[src/rtl/isu_pkg.sv]
package isu_pkg;
  localparam int REG_W    = 16;
  localparam int IE_BIT   = 15;
  localparam int SERR_BIT = 14;
  localparam int GP1_BIT  = 9;
  localparam int GP0_BIT  = 8;
  localparam int OVR_BIT  = 7;
  localparam int CUR_BIT  = 6;
  localparam int LST_BIT  = 5;
  localparam int LI_N     = 3;
  localparam logic [REG_W-1:0] STATUS_MASK =
    (REG_W'(1) << SERR_BIT) | (REG_W'(1) << GP1_BIT) | (REG_W'(1) << GP0_BIT) |
    (REG_W'(1) << OVR_BIT)  | (REG_W'(1) << CUR_BIT) | (REG_W'(1) << LST_BIT);
endpackage

[src/rtl/isu_sticky_bit.sv]
module isu_sticky_bit (
  input  logic clk,
  input  logic rst_n,
  input  logic set_i,
  input  logic clr_i,
  output logic q_o,
  output logic q_next_o
);
  logic q_r;
  // a set on the same edge as a clear keeps the bit high
  always_comb begin
    q_next_o = q_r;
    if (clr_i) q_next_o = 1'b0;
    if (set_i) q_next_o = 1'b1;
  end
  always_ff @(posedge clk) begin
    if (!rst_n) q_r <= 1'b0;
    else        q_r <= q_next_o;
  end
  assign q_o = q_r;
endmodule

[src/rtl/isu_ovr_gate.sv]
module isu_ovr_gate #(
  parameter int SMP_W = 32
) (
  input  logic             smp_valid,
  input  logic [SMP_W-1:0] smp_data,
  input  logic             fifo_full,
  input  logic             ovr_flag,
  output logic             fifo_wr_en,
  output logic [SMP_W-1:0] fifo_wr_data,
  output logic             ovr_evt
);
  assign ovr_evt      = smp_valid & fifo_full;
  assign fifo_wr_en   = smp_valid & ~fifo_full & ~ovr_flag;
  assign fifo_wr_data = smp_data;
endmodule

[src/rtl/isu_irq_reduce.sv]
module isu_irq_reduce
  import isu_pkg::*;
(
  input  logic [REG_W-1:0] status,
  input  logic [LI_N-1:0]  li_en,
  output logic             irq_d
);
  logic [LI_N-1:0] li_bits;
  assign li_bits = {status[OVR_BIT], status[CUR_BIT], status[LST_BIT]};
  assign irq_d = (status[SERR_BIT] & status[IE_BIT]) | status[GP1_BIT] |
                 status[GP0_BIT] | (|(li_bits & li_en));
endmodule

[src/rtl/isu_top.sv]
module isu_top
  import isu_pkg::*;
#(
  parameter int SMP_W = 32
) (
  input  logic             clk,
  input  logic             rst_n,
  input  logic             reg_wr_en,
  input  logic [15:0]      reg_wr_data,
  output logic [15:0]      reg_rd_data,
  input  logic             cfg_err_status,
  input  logic [1:0]       gpio_evt,
  input  logic             li_curr_done,
  input  logic             li_last_done,
  input  logic [2:0]       li_irq_en,
  input  logic             smp_valid,
  output logic             smp_ready,
  input  logic [SMP_W-1:0] smp_data,
  input  logic             fifo_full,
  output logic             fifo_wr_en,
  output logic [SMP_W-1:0] fifo_wr_data,
  output logic             irq
);
  logic [REG_W-1:0] set_vec, clr_vec, st_q, st_next;
  logic ovr_evt, irq_d, irq_r;

  isu_ovr_gate #(.SMP_W(SMP_W)) u_gate (
    .smp_valid(smp_valid), .smp_data(smp_data), .fifo_full(fifo_full),
    .ovr_flag(st_q[OVR_BIT]), .fifo_wr_en(fifo_wr_en),
    .fifo_wr_data(fifo_wr_data), .ovr_evt(ovr_evt));

  always_comb begin
    set_vec = '0;
    set_vec[SERR_BIT] = st_q[IE_BIT] & cfg_err_status;
    set_vec[GP1_BIT]  = gpio_evt[1];
    set_vec[GP0_BIT]  = gpio_evt[0];
    set_vec[OVR_BIT]  = ovr_evt;
    set_vec[CUR_BIT]  = li_curr_done;
    set_vec[LST_BIT]  = li_last_done;
  end
  assign clr_vec = reg_wr_en ? reg_wr_data : '0;

  for (genvar b = 0; b < REG_W; b++) begin : g_bit
    if (STATUS_MASK[b]) begin : g_st
      isu_sticky_bit u_bit (
        .clk(clk), .rst_n(rst_n), .set_i(set_vec[b]), .clr_i(clr_vec[b]),
        .q_o(st_q[b]), .q_next_o(st_next[b]));
    end else if (b == IE_BIT) begin : g_ie
      logic ie_r;
      always_ff @(posedge clk) begin
        if (!rst_n)         ie_r <= 1'b0;
        else if (reg_wr_en) ie_r <= reg_wr_data[b];
      end
      assign st_q[b]    = ie_r;
      assign st_next[b] = reg_wr_en ? reg_wr_data[b] : ie_r;
    end else begin : g_rsvd
      assign st_q[b]    = 1'b0;
      assign st_next[b] = 1'b0;
    end
  end

  isu_irq_reduce u_irq (.status(st_next), .li_en(li_irq_en), .irq_d(irq_d));

  always_ff @(posedge clk) begin
    if (!rst_n) irq_r <= 1'b0;
    else        irq_r <= irq_d;
  end

  assign irq         = irq_r;
  assign reg_rd_data = st_q;
  assign smp_ready   = 1'b1;
endmodule

[config.mk]
export PLATFORM = sky130hd
export DESIGN_NAME = isu_top
export DESIGN_NICKNAME = d
export VERILOG_FILES = /design/src/rtl/isu_pkg.sv /design/src/rtl/isu_sticky_bit.sv /design/src/rtl/isu_ovr_gate.sv /design/src/rtl/isu_irq_reduce.sv /design/src/rtl/isu_top.sv
export SDC_FILE = /design/constraint.sdc
export NUM_CORES = 1
export LEC_CHECK = 0
export ABC_AREA = 1
export BUFFER_PORTS_ARGS = -buffer_cell sky130_fd_sc_hd__clkbuf_2
export CAP_MARGIN = 25
export CORE_UTILIZATION = 29
export DETAILED_ROUTE_END_ITERATION = 8
export PLACE_DENSITY = 0.83
export SYNTH_ARGS = -nofsm -noshare
export SYNTH_HDL_FRONTEND = slang
export SYNTH_SLANG_ARGS = --single-unit
[constraint.sdc]
create_clock -name clk -period 1.25 [get_ports clk]
set_clock_uncertainty 0.15 [all_clocks]
set_input_delay 0 -clock clk [delete_from_list [all_inputs] [get_ports clk]]
set_output_delay 0 -clock clk [all_outputs]
set_load 0.05 [all_outputs]
==> results.yml, run 1 <==
status:
  status: "complete, no violations"
final_layout:
  multi_input_area_um2: 211
  drive_above_1_share_pct: 27.1
  syn_to_final_growth_pct: 48.6
  fillers: 214
  layout.nets: 203
  fin_util_pct: 47.5
  seq_area_um2: 160
  diodes: 0
  instances_no_fill: 168
placed_design:
  dp_hpwl_um: 919
  numPortBuffers: 28
  gp_congestion: 0.653
  dp_cells: 115
logic_synthesis:
  yosysWarnings: 0
  ys_ff_latch: 8
  yosysSeqAreaShare_pct: 21.8
  synth_top_area_share_pct: 50.1
  syn_inst: 101
  netlist_area_um2: 734
  synth_cell_types: 13
  yosys-top-cells-area: "buf_4, dfxtp_1, nand2_1"
  synth_top_area_cell: "buf_4"
  postSynthAreaPerCell_um2: 7.27
routing:
  viasPerCell: 3.99
  drt-initial-drc-count: 5
  wl_um: 1680
  wl_per_cell_um: 10.0
  ant_nets: 0
  vias: 671
  drcViolationCount: 0
  firstDrtPassIters: 3
grt:
  antenna_found_initial: 0
  grt_overflow: 0
  grt_pass1_vias: 574
  grt_pass1_wl_um: 2250
  globalRouteTotalUtil_pct: 11.5
  grt_max_degree: 9
critical_path:
  cp_slowest_cell: "dlygate4sd3_1"
  worst_setup_path_start_kind: "input port"
  worstPathArrival_ns: 1.05
  end_kind: "primary output"
  max_stage_delay_ns: 0.54
  critPathKind: "in2out"
  cp_data_required_time_ns: 1.10
  path_cells: "dlygate4sd3_1, clkbuf_2, nor3b_2, buf_4"
  path_max_fanout: 2
sta:
  max_slew_margin_pct: 65.4
  rsz0062_at_grt: "false"
  finalSetupTns_ns: 0
  finalCritPeriodShare_pct: 96.1
  fmaxAchievable_mhz: 833
  hold_ws_ns: 0.0352
  hold_violations: 0
  drv_slew: 0
  setup_viol: 0
  worst_pin_slew_ns: 0.518
  fin_crit_ns: 1.20
power:
  fin_total_pwr_mw: 1.04
  p_leak_nw: 0.542
  powerDensity_nw_per_um2: 949
  peakVddDrop_v: 0.000444
floorplan:
  die_x_um: 52.3
  core_um2: 2300
  start_util_pct: 32.0
  rows: 17
  die_area_um2: 2740
  ios: 112
  die_y_um: 52.3
clock_network:
  htree_levels: 1
  cts_sinks: 8
  cts-root-buf: "clkbuf_4"
  numCtsBuffers: 3
  clk_pin_slew_ns: 0.05
  tritoncts: "yes"
  clock_latency_ns: 0.25
  cts_buffer_depth: 2
worst_hold_path:
  hp-class: "in2reg"
flow_run:
  maxCapViolations: 0
layout make-up:
class	instances	area share, %
repair buffers	78	58.9
multi-input cells	46	19.4
flip-flops and latches	8	14.7
clock buffers	3	2.06
inverters	5	1.72
well taps	28	3.21
final timing paths:
path,slack [ns],cells past startpoint,startpoint,end
worst max register to register,0.25,6,g_bit[7].g_st.u_bit.q_o,irq
worst min register to register,0.34,2,g_bit[6].g_st.u_bit.q_o,g_bit[6].g_st.u_bit.q_o
worst max-delay path,0.05,4,fifo_full,fifo_wr_en
worst min-delay path,0.04,4,reg_wr_en,g_bit[15].g_ie.ie_r
layer usage:
metal	vias up	share of wire [%]	track usage, %
met5	-	0	0
met3	0	11	5.22
li1	325	-	-
met4	0	0	1.32
met2	59	58	24.1
met1	287	31	9.78
registers in the layout, summed over array words and instances, names as in the netlist:
name / count
g_bit.g_ie.ie_r: 1
irq: 1
g_bit.g_st.u_bit.q_o: 6
layout by cell type, fill, tap and decap left out:
cell	count
dlygate4sd3_1	50
clkbuf_2	27
nand2_1	18
conb_1	10
dfxtp_1	8
inv_1	5
nor2_1	5
a21oi_1	4
nand2_2	3
clkbuf_4	3
a21oi_2	2
nand3_1	2
nor3b_2	1
o21ai_2	1
buf_4	1
synth_stat cells (all sizes together):
master,count
buf,50
nand2,21
dfxtp,8
a21oi,6
inv,5
nor2,5
conb,2
nand3,2
nor3b,1
o21ai,1
per-stage QoR:
| step | instance area (µm²) | setup WS [ns] |
|---|---|---|
| floorplan | 769 | 0.113 |
| global placement | 566 | 0.240 |
| detailed placement | 566 | 0.223 |
| CTS | 1090 | 0.0207 |
| global route | 1090 | 0.0220 |
| finish | 1090 | 0.0492 |
power breakdown:
part	leakage, nW	internal (mW)	switching, mW
Clock	0.0138	0.110	0.0858
Sequential	0.0666	0.272	0.00965
Combinational	0.462	0.159	0.399
Total	0.542	0.541	0.495
kinds of logic (layout without fill, tap and decap cells):
kind of cell,after synthesis,in the layout,synth area share (%)
compound gates,7,7,6.30
buf+inv,55,86,54.2
flops,8,8,21.8
other cells,2,10,1.02
simple gates,29,29,16.7
critical path: cells and delay by family:
family	cells	cell delay, ns
buffers and inverters	3	0.88
and+or+nand+nor	1	0.17
what timing repair did:
action	CTS	global route
hold buffers	50	0
gates resized for setup	0	3
setup endpoints to repair	0	1
buffers inserted	0	0
hold endpoints to repair	40	0
Power figures use the tool's default switching activity.
==> inputs of run 2 (changes only) <==
BUFFER_PORTS_ARGS = -buffer_cell sky130_fd_sc_hd__buf_2   (was -buffer_cell sky130_fd_sc_hd__clkbuf_2)
CORE_ASPECT_RATIO = 1.5   (was not set)
CTS_CLUSTER_SIZE = 8   (was not set)
==> results.yml, run 2 (synthesized netlist as in run 1, its figures left out) <==
grt:
  grt_pass1_wl_um: 2570
  globalRouteTotalUtil_pct: 12.8
  grt_max_degree: 9
  grt_pass1_vias: 630
  grt_overflow: 0
  antenna_found_initial: 0
clock_network:
  numCtsBuffers: 3
  clk_pin_slew_ns: 0.05
  cts_sinks: 8
  tritoncts: "yes"
  clock_latency_ns: 0.25
  htree_levels: 1
  cts_buffer_depth: 2
  cts-root-buf: "clkbuf_4"
routing:
  drt-initial-drc-count: 5
  wl_per_cell_um: 11.1
  drcViolationCount: 0
  firstDrtPassIters: 3
  wl_um: 1820
  vias: 691
  viasPerCell: 4.21
  ant_nets: 0
final_layout:
  final_cell_mix: "dlygate4sd3_1, buf_2, nand2_1, conb_1, dfxtp_1"
  layout_commonest_cell: "dlygate4sd3_1"
  syn_to_final_growth_pct: 47.9
  largest_reg_flops: 6
  fillers: 244
  layout.nets: 203
  drive_above_1_share_pct: 27.1
  diodes: 0
  final_area_um2: 1090
critical_path:
  cp_data_required_time_ns: 1.10
  end_kind: "primary output"
  path_max_fanout: 2
  r2r_cells: 6
  worst_setup_path_start_kind: "input port"
  critPathKind: "in2out"
  worstPathArrival_ns: 1.05
sta:
  setup_viol: 0
  worst_pin_slew_ns: 0.518
  finalSetupTns_ns: 0
  drv_slew: 0
  max_slew_margin_pct: 65.3
  fmaxAchievable_mhz: 833
  finalCritPeriodShare_pct: 96.1
  hold_violations: 0
  rsz0062_at_grt: "false"
  fin_crit_ns: 1.20
power:
  combPwrFrac_pct: 54.2
  powerDensity_nw_per_um2: 953
  clockPowerShare_pct: 18.6
  switching_power_mw: 0.494
  p_leak_nw: 0.540
  seq_power_share_pct: 27.2
  p_int_mw: 0.541
  peakVddDrop_v: 0.000723
  swShare_pct: 47.7
status:
  status: "complete, no violations"
floorplan:
  rows: 22
  ios: 112
  die_x_um: 43.1
  core_um2: 2420
  start_util_pct: 30.3
  die_area_um2: 2740
  die_y_um: 63.6
worst_hold_path:
  hold_depth: 4
  hp-class: "in2reg"
placed_design:
  dp_hpwl_um: 1050
  dpl-instance-area_um2: 561
  gp_congestion: 0.669
  numPortBuffers: 28
flow_run:
  maxCapViolations: 0
-- run 2: cell types whose count changed in the layout (fill, tap and decap cells not counted), sizes merged --
cell,change
clkbuf,-26
buf,+26
-- run 2: critical path, stage by stage --
cell and delay [ns]:
dlygate4sd3_1 0.53, buf_2 0.13, nor3b_2 0.15, clkbuf_4 0.25
-- run 2: layout make-up --
cell class,count,area (µm²),area share [%]
repair buffers,78,643,59.2
multi-input cells,46,211,19.5
flip-flops and latches,8,160,14.7
well taps,24,30.0,2.76
clock buffers,3,22.5,2.07
inverters,5,18.8,1.73
-- run 2: final timing paths --
check	from	to	slack, ns
max	fifo_full	fifo_wr_en	0.05
min	reg_wr_en	g_bit[8].g_st.u_bit.q_o	0.02
max reg2reg	g_bit[7].g_st.u_bit.q_o	irq	0.21
min reg2reg	g_bit[14].g_st.u_bit.q_o	g_bit[14].g_st.u_bit.q_o	0.34
-- run 2: per-layer routing --
layer / vias to the layer above / track usage, % / share of wire [%]
met5: - / 0 / 0
met4: 0 / 4.55 / 1.2
met3: 2 / 5.16 / 12
met2: 77 / 27.1 / 58
met1: 286 / 8.85 / 29
li1: 326 / - / -
-- run 2: power by group through the flow --
stage	Combinational (mW)	Clock, mW	Sequential (mW)
floorplan	0.493	0	0.293
global placement	0.234	0	0.285
detailed placement	0.235	0	0.286
CTS	0.559	0.211	0.281
global route	0.585	0.221	0.283
finish	0.561	0.193	0.281
-- run 2: timing repair --
item | CTS | global route
resized for setup | 0 | 1
setup buffers | 0 | 0
setup endpoints to repair | 0 | 1
hold buffers | 50 | 0
hold endpoints to repair | 40 | 0
-- run 2: per-stage QoR --
stage               instances  hold slack [ns]  power [mW]  util (%)  worst slack [ns]
CTS                       164           0.0203        1.05      44.7            0.0136
global placement          111           -0.150       0.519      23.1             0.209
floorplan                 109          -0.0485       0.786         -             0.113
global route              164           0.0470        1.09      44.8            0.0108
finish                    164           0.0165        1.04      44.8            0.0488
detailed placement        111           -0.150       0.522      23.1             0.204
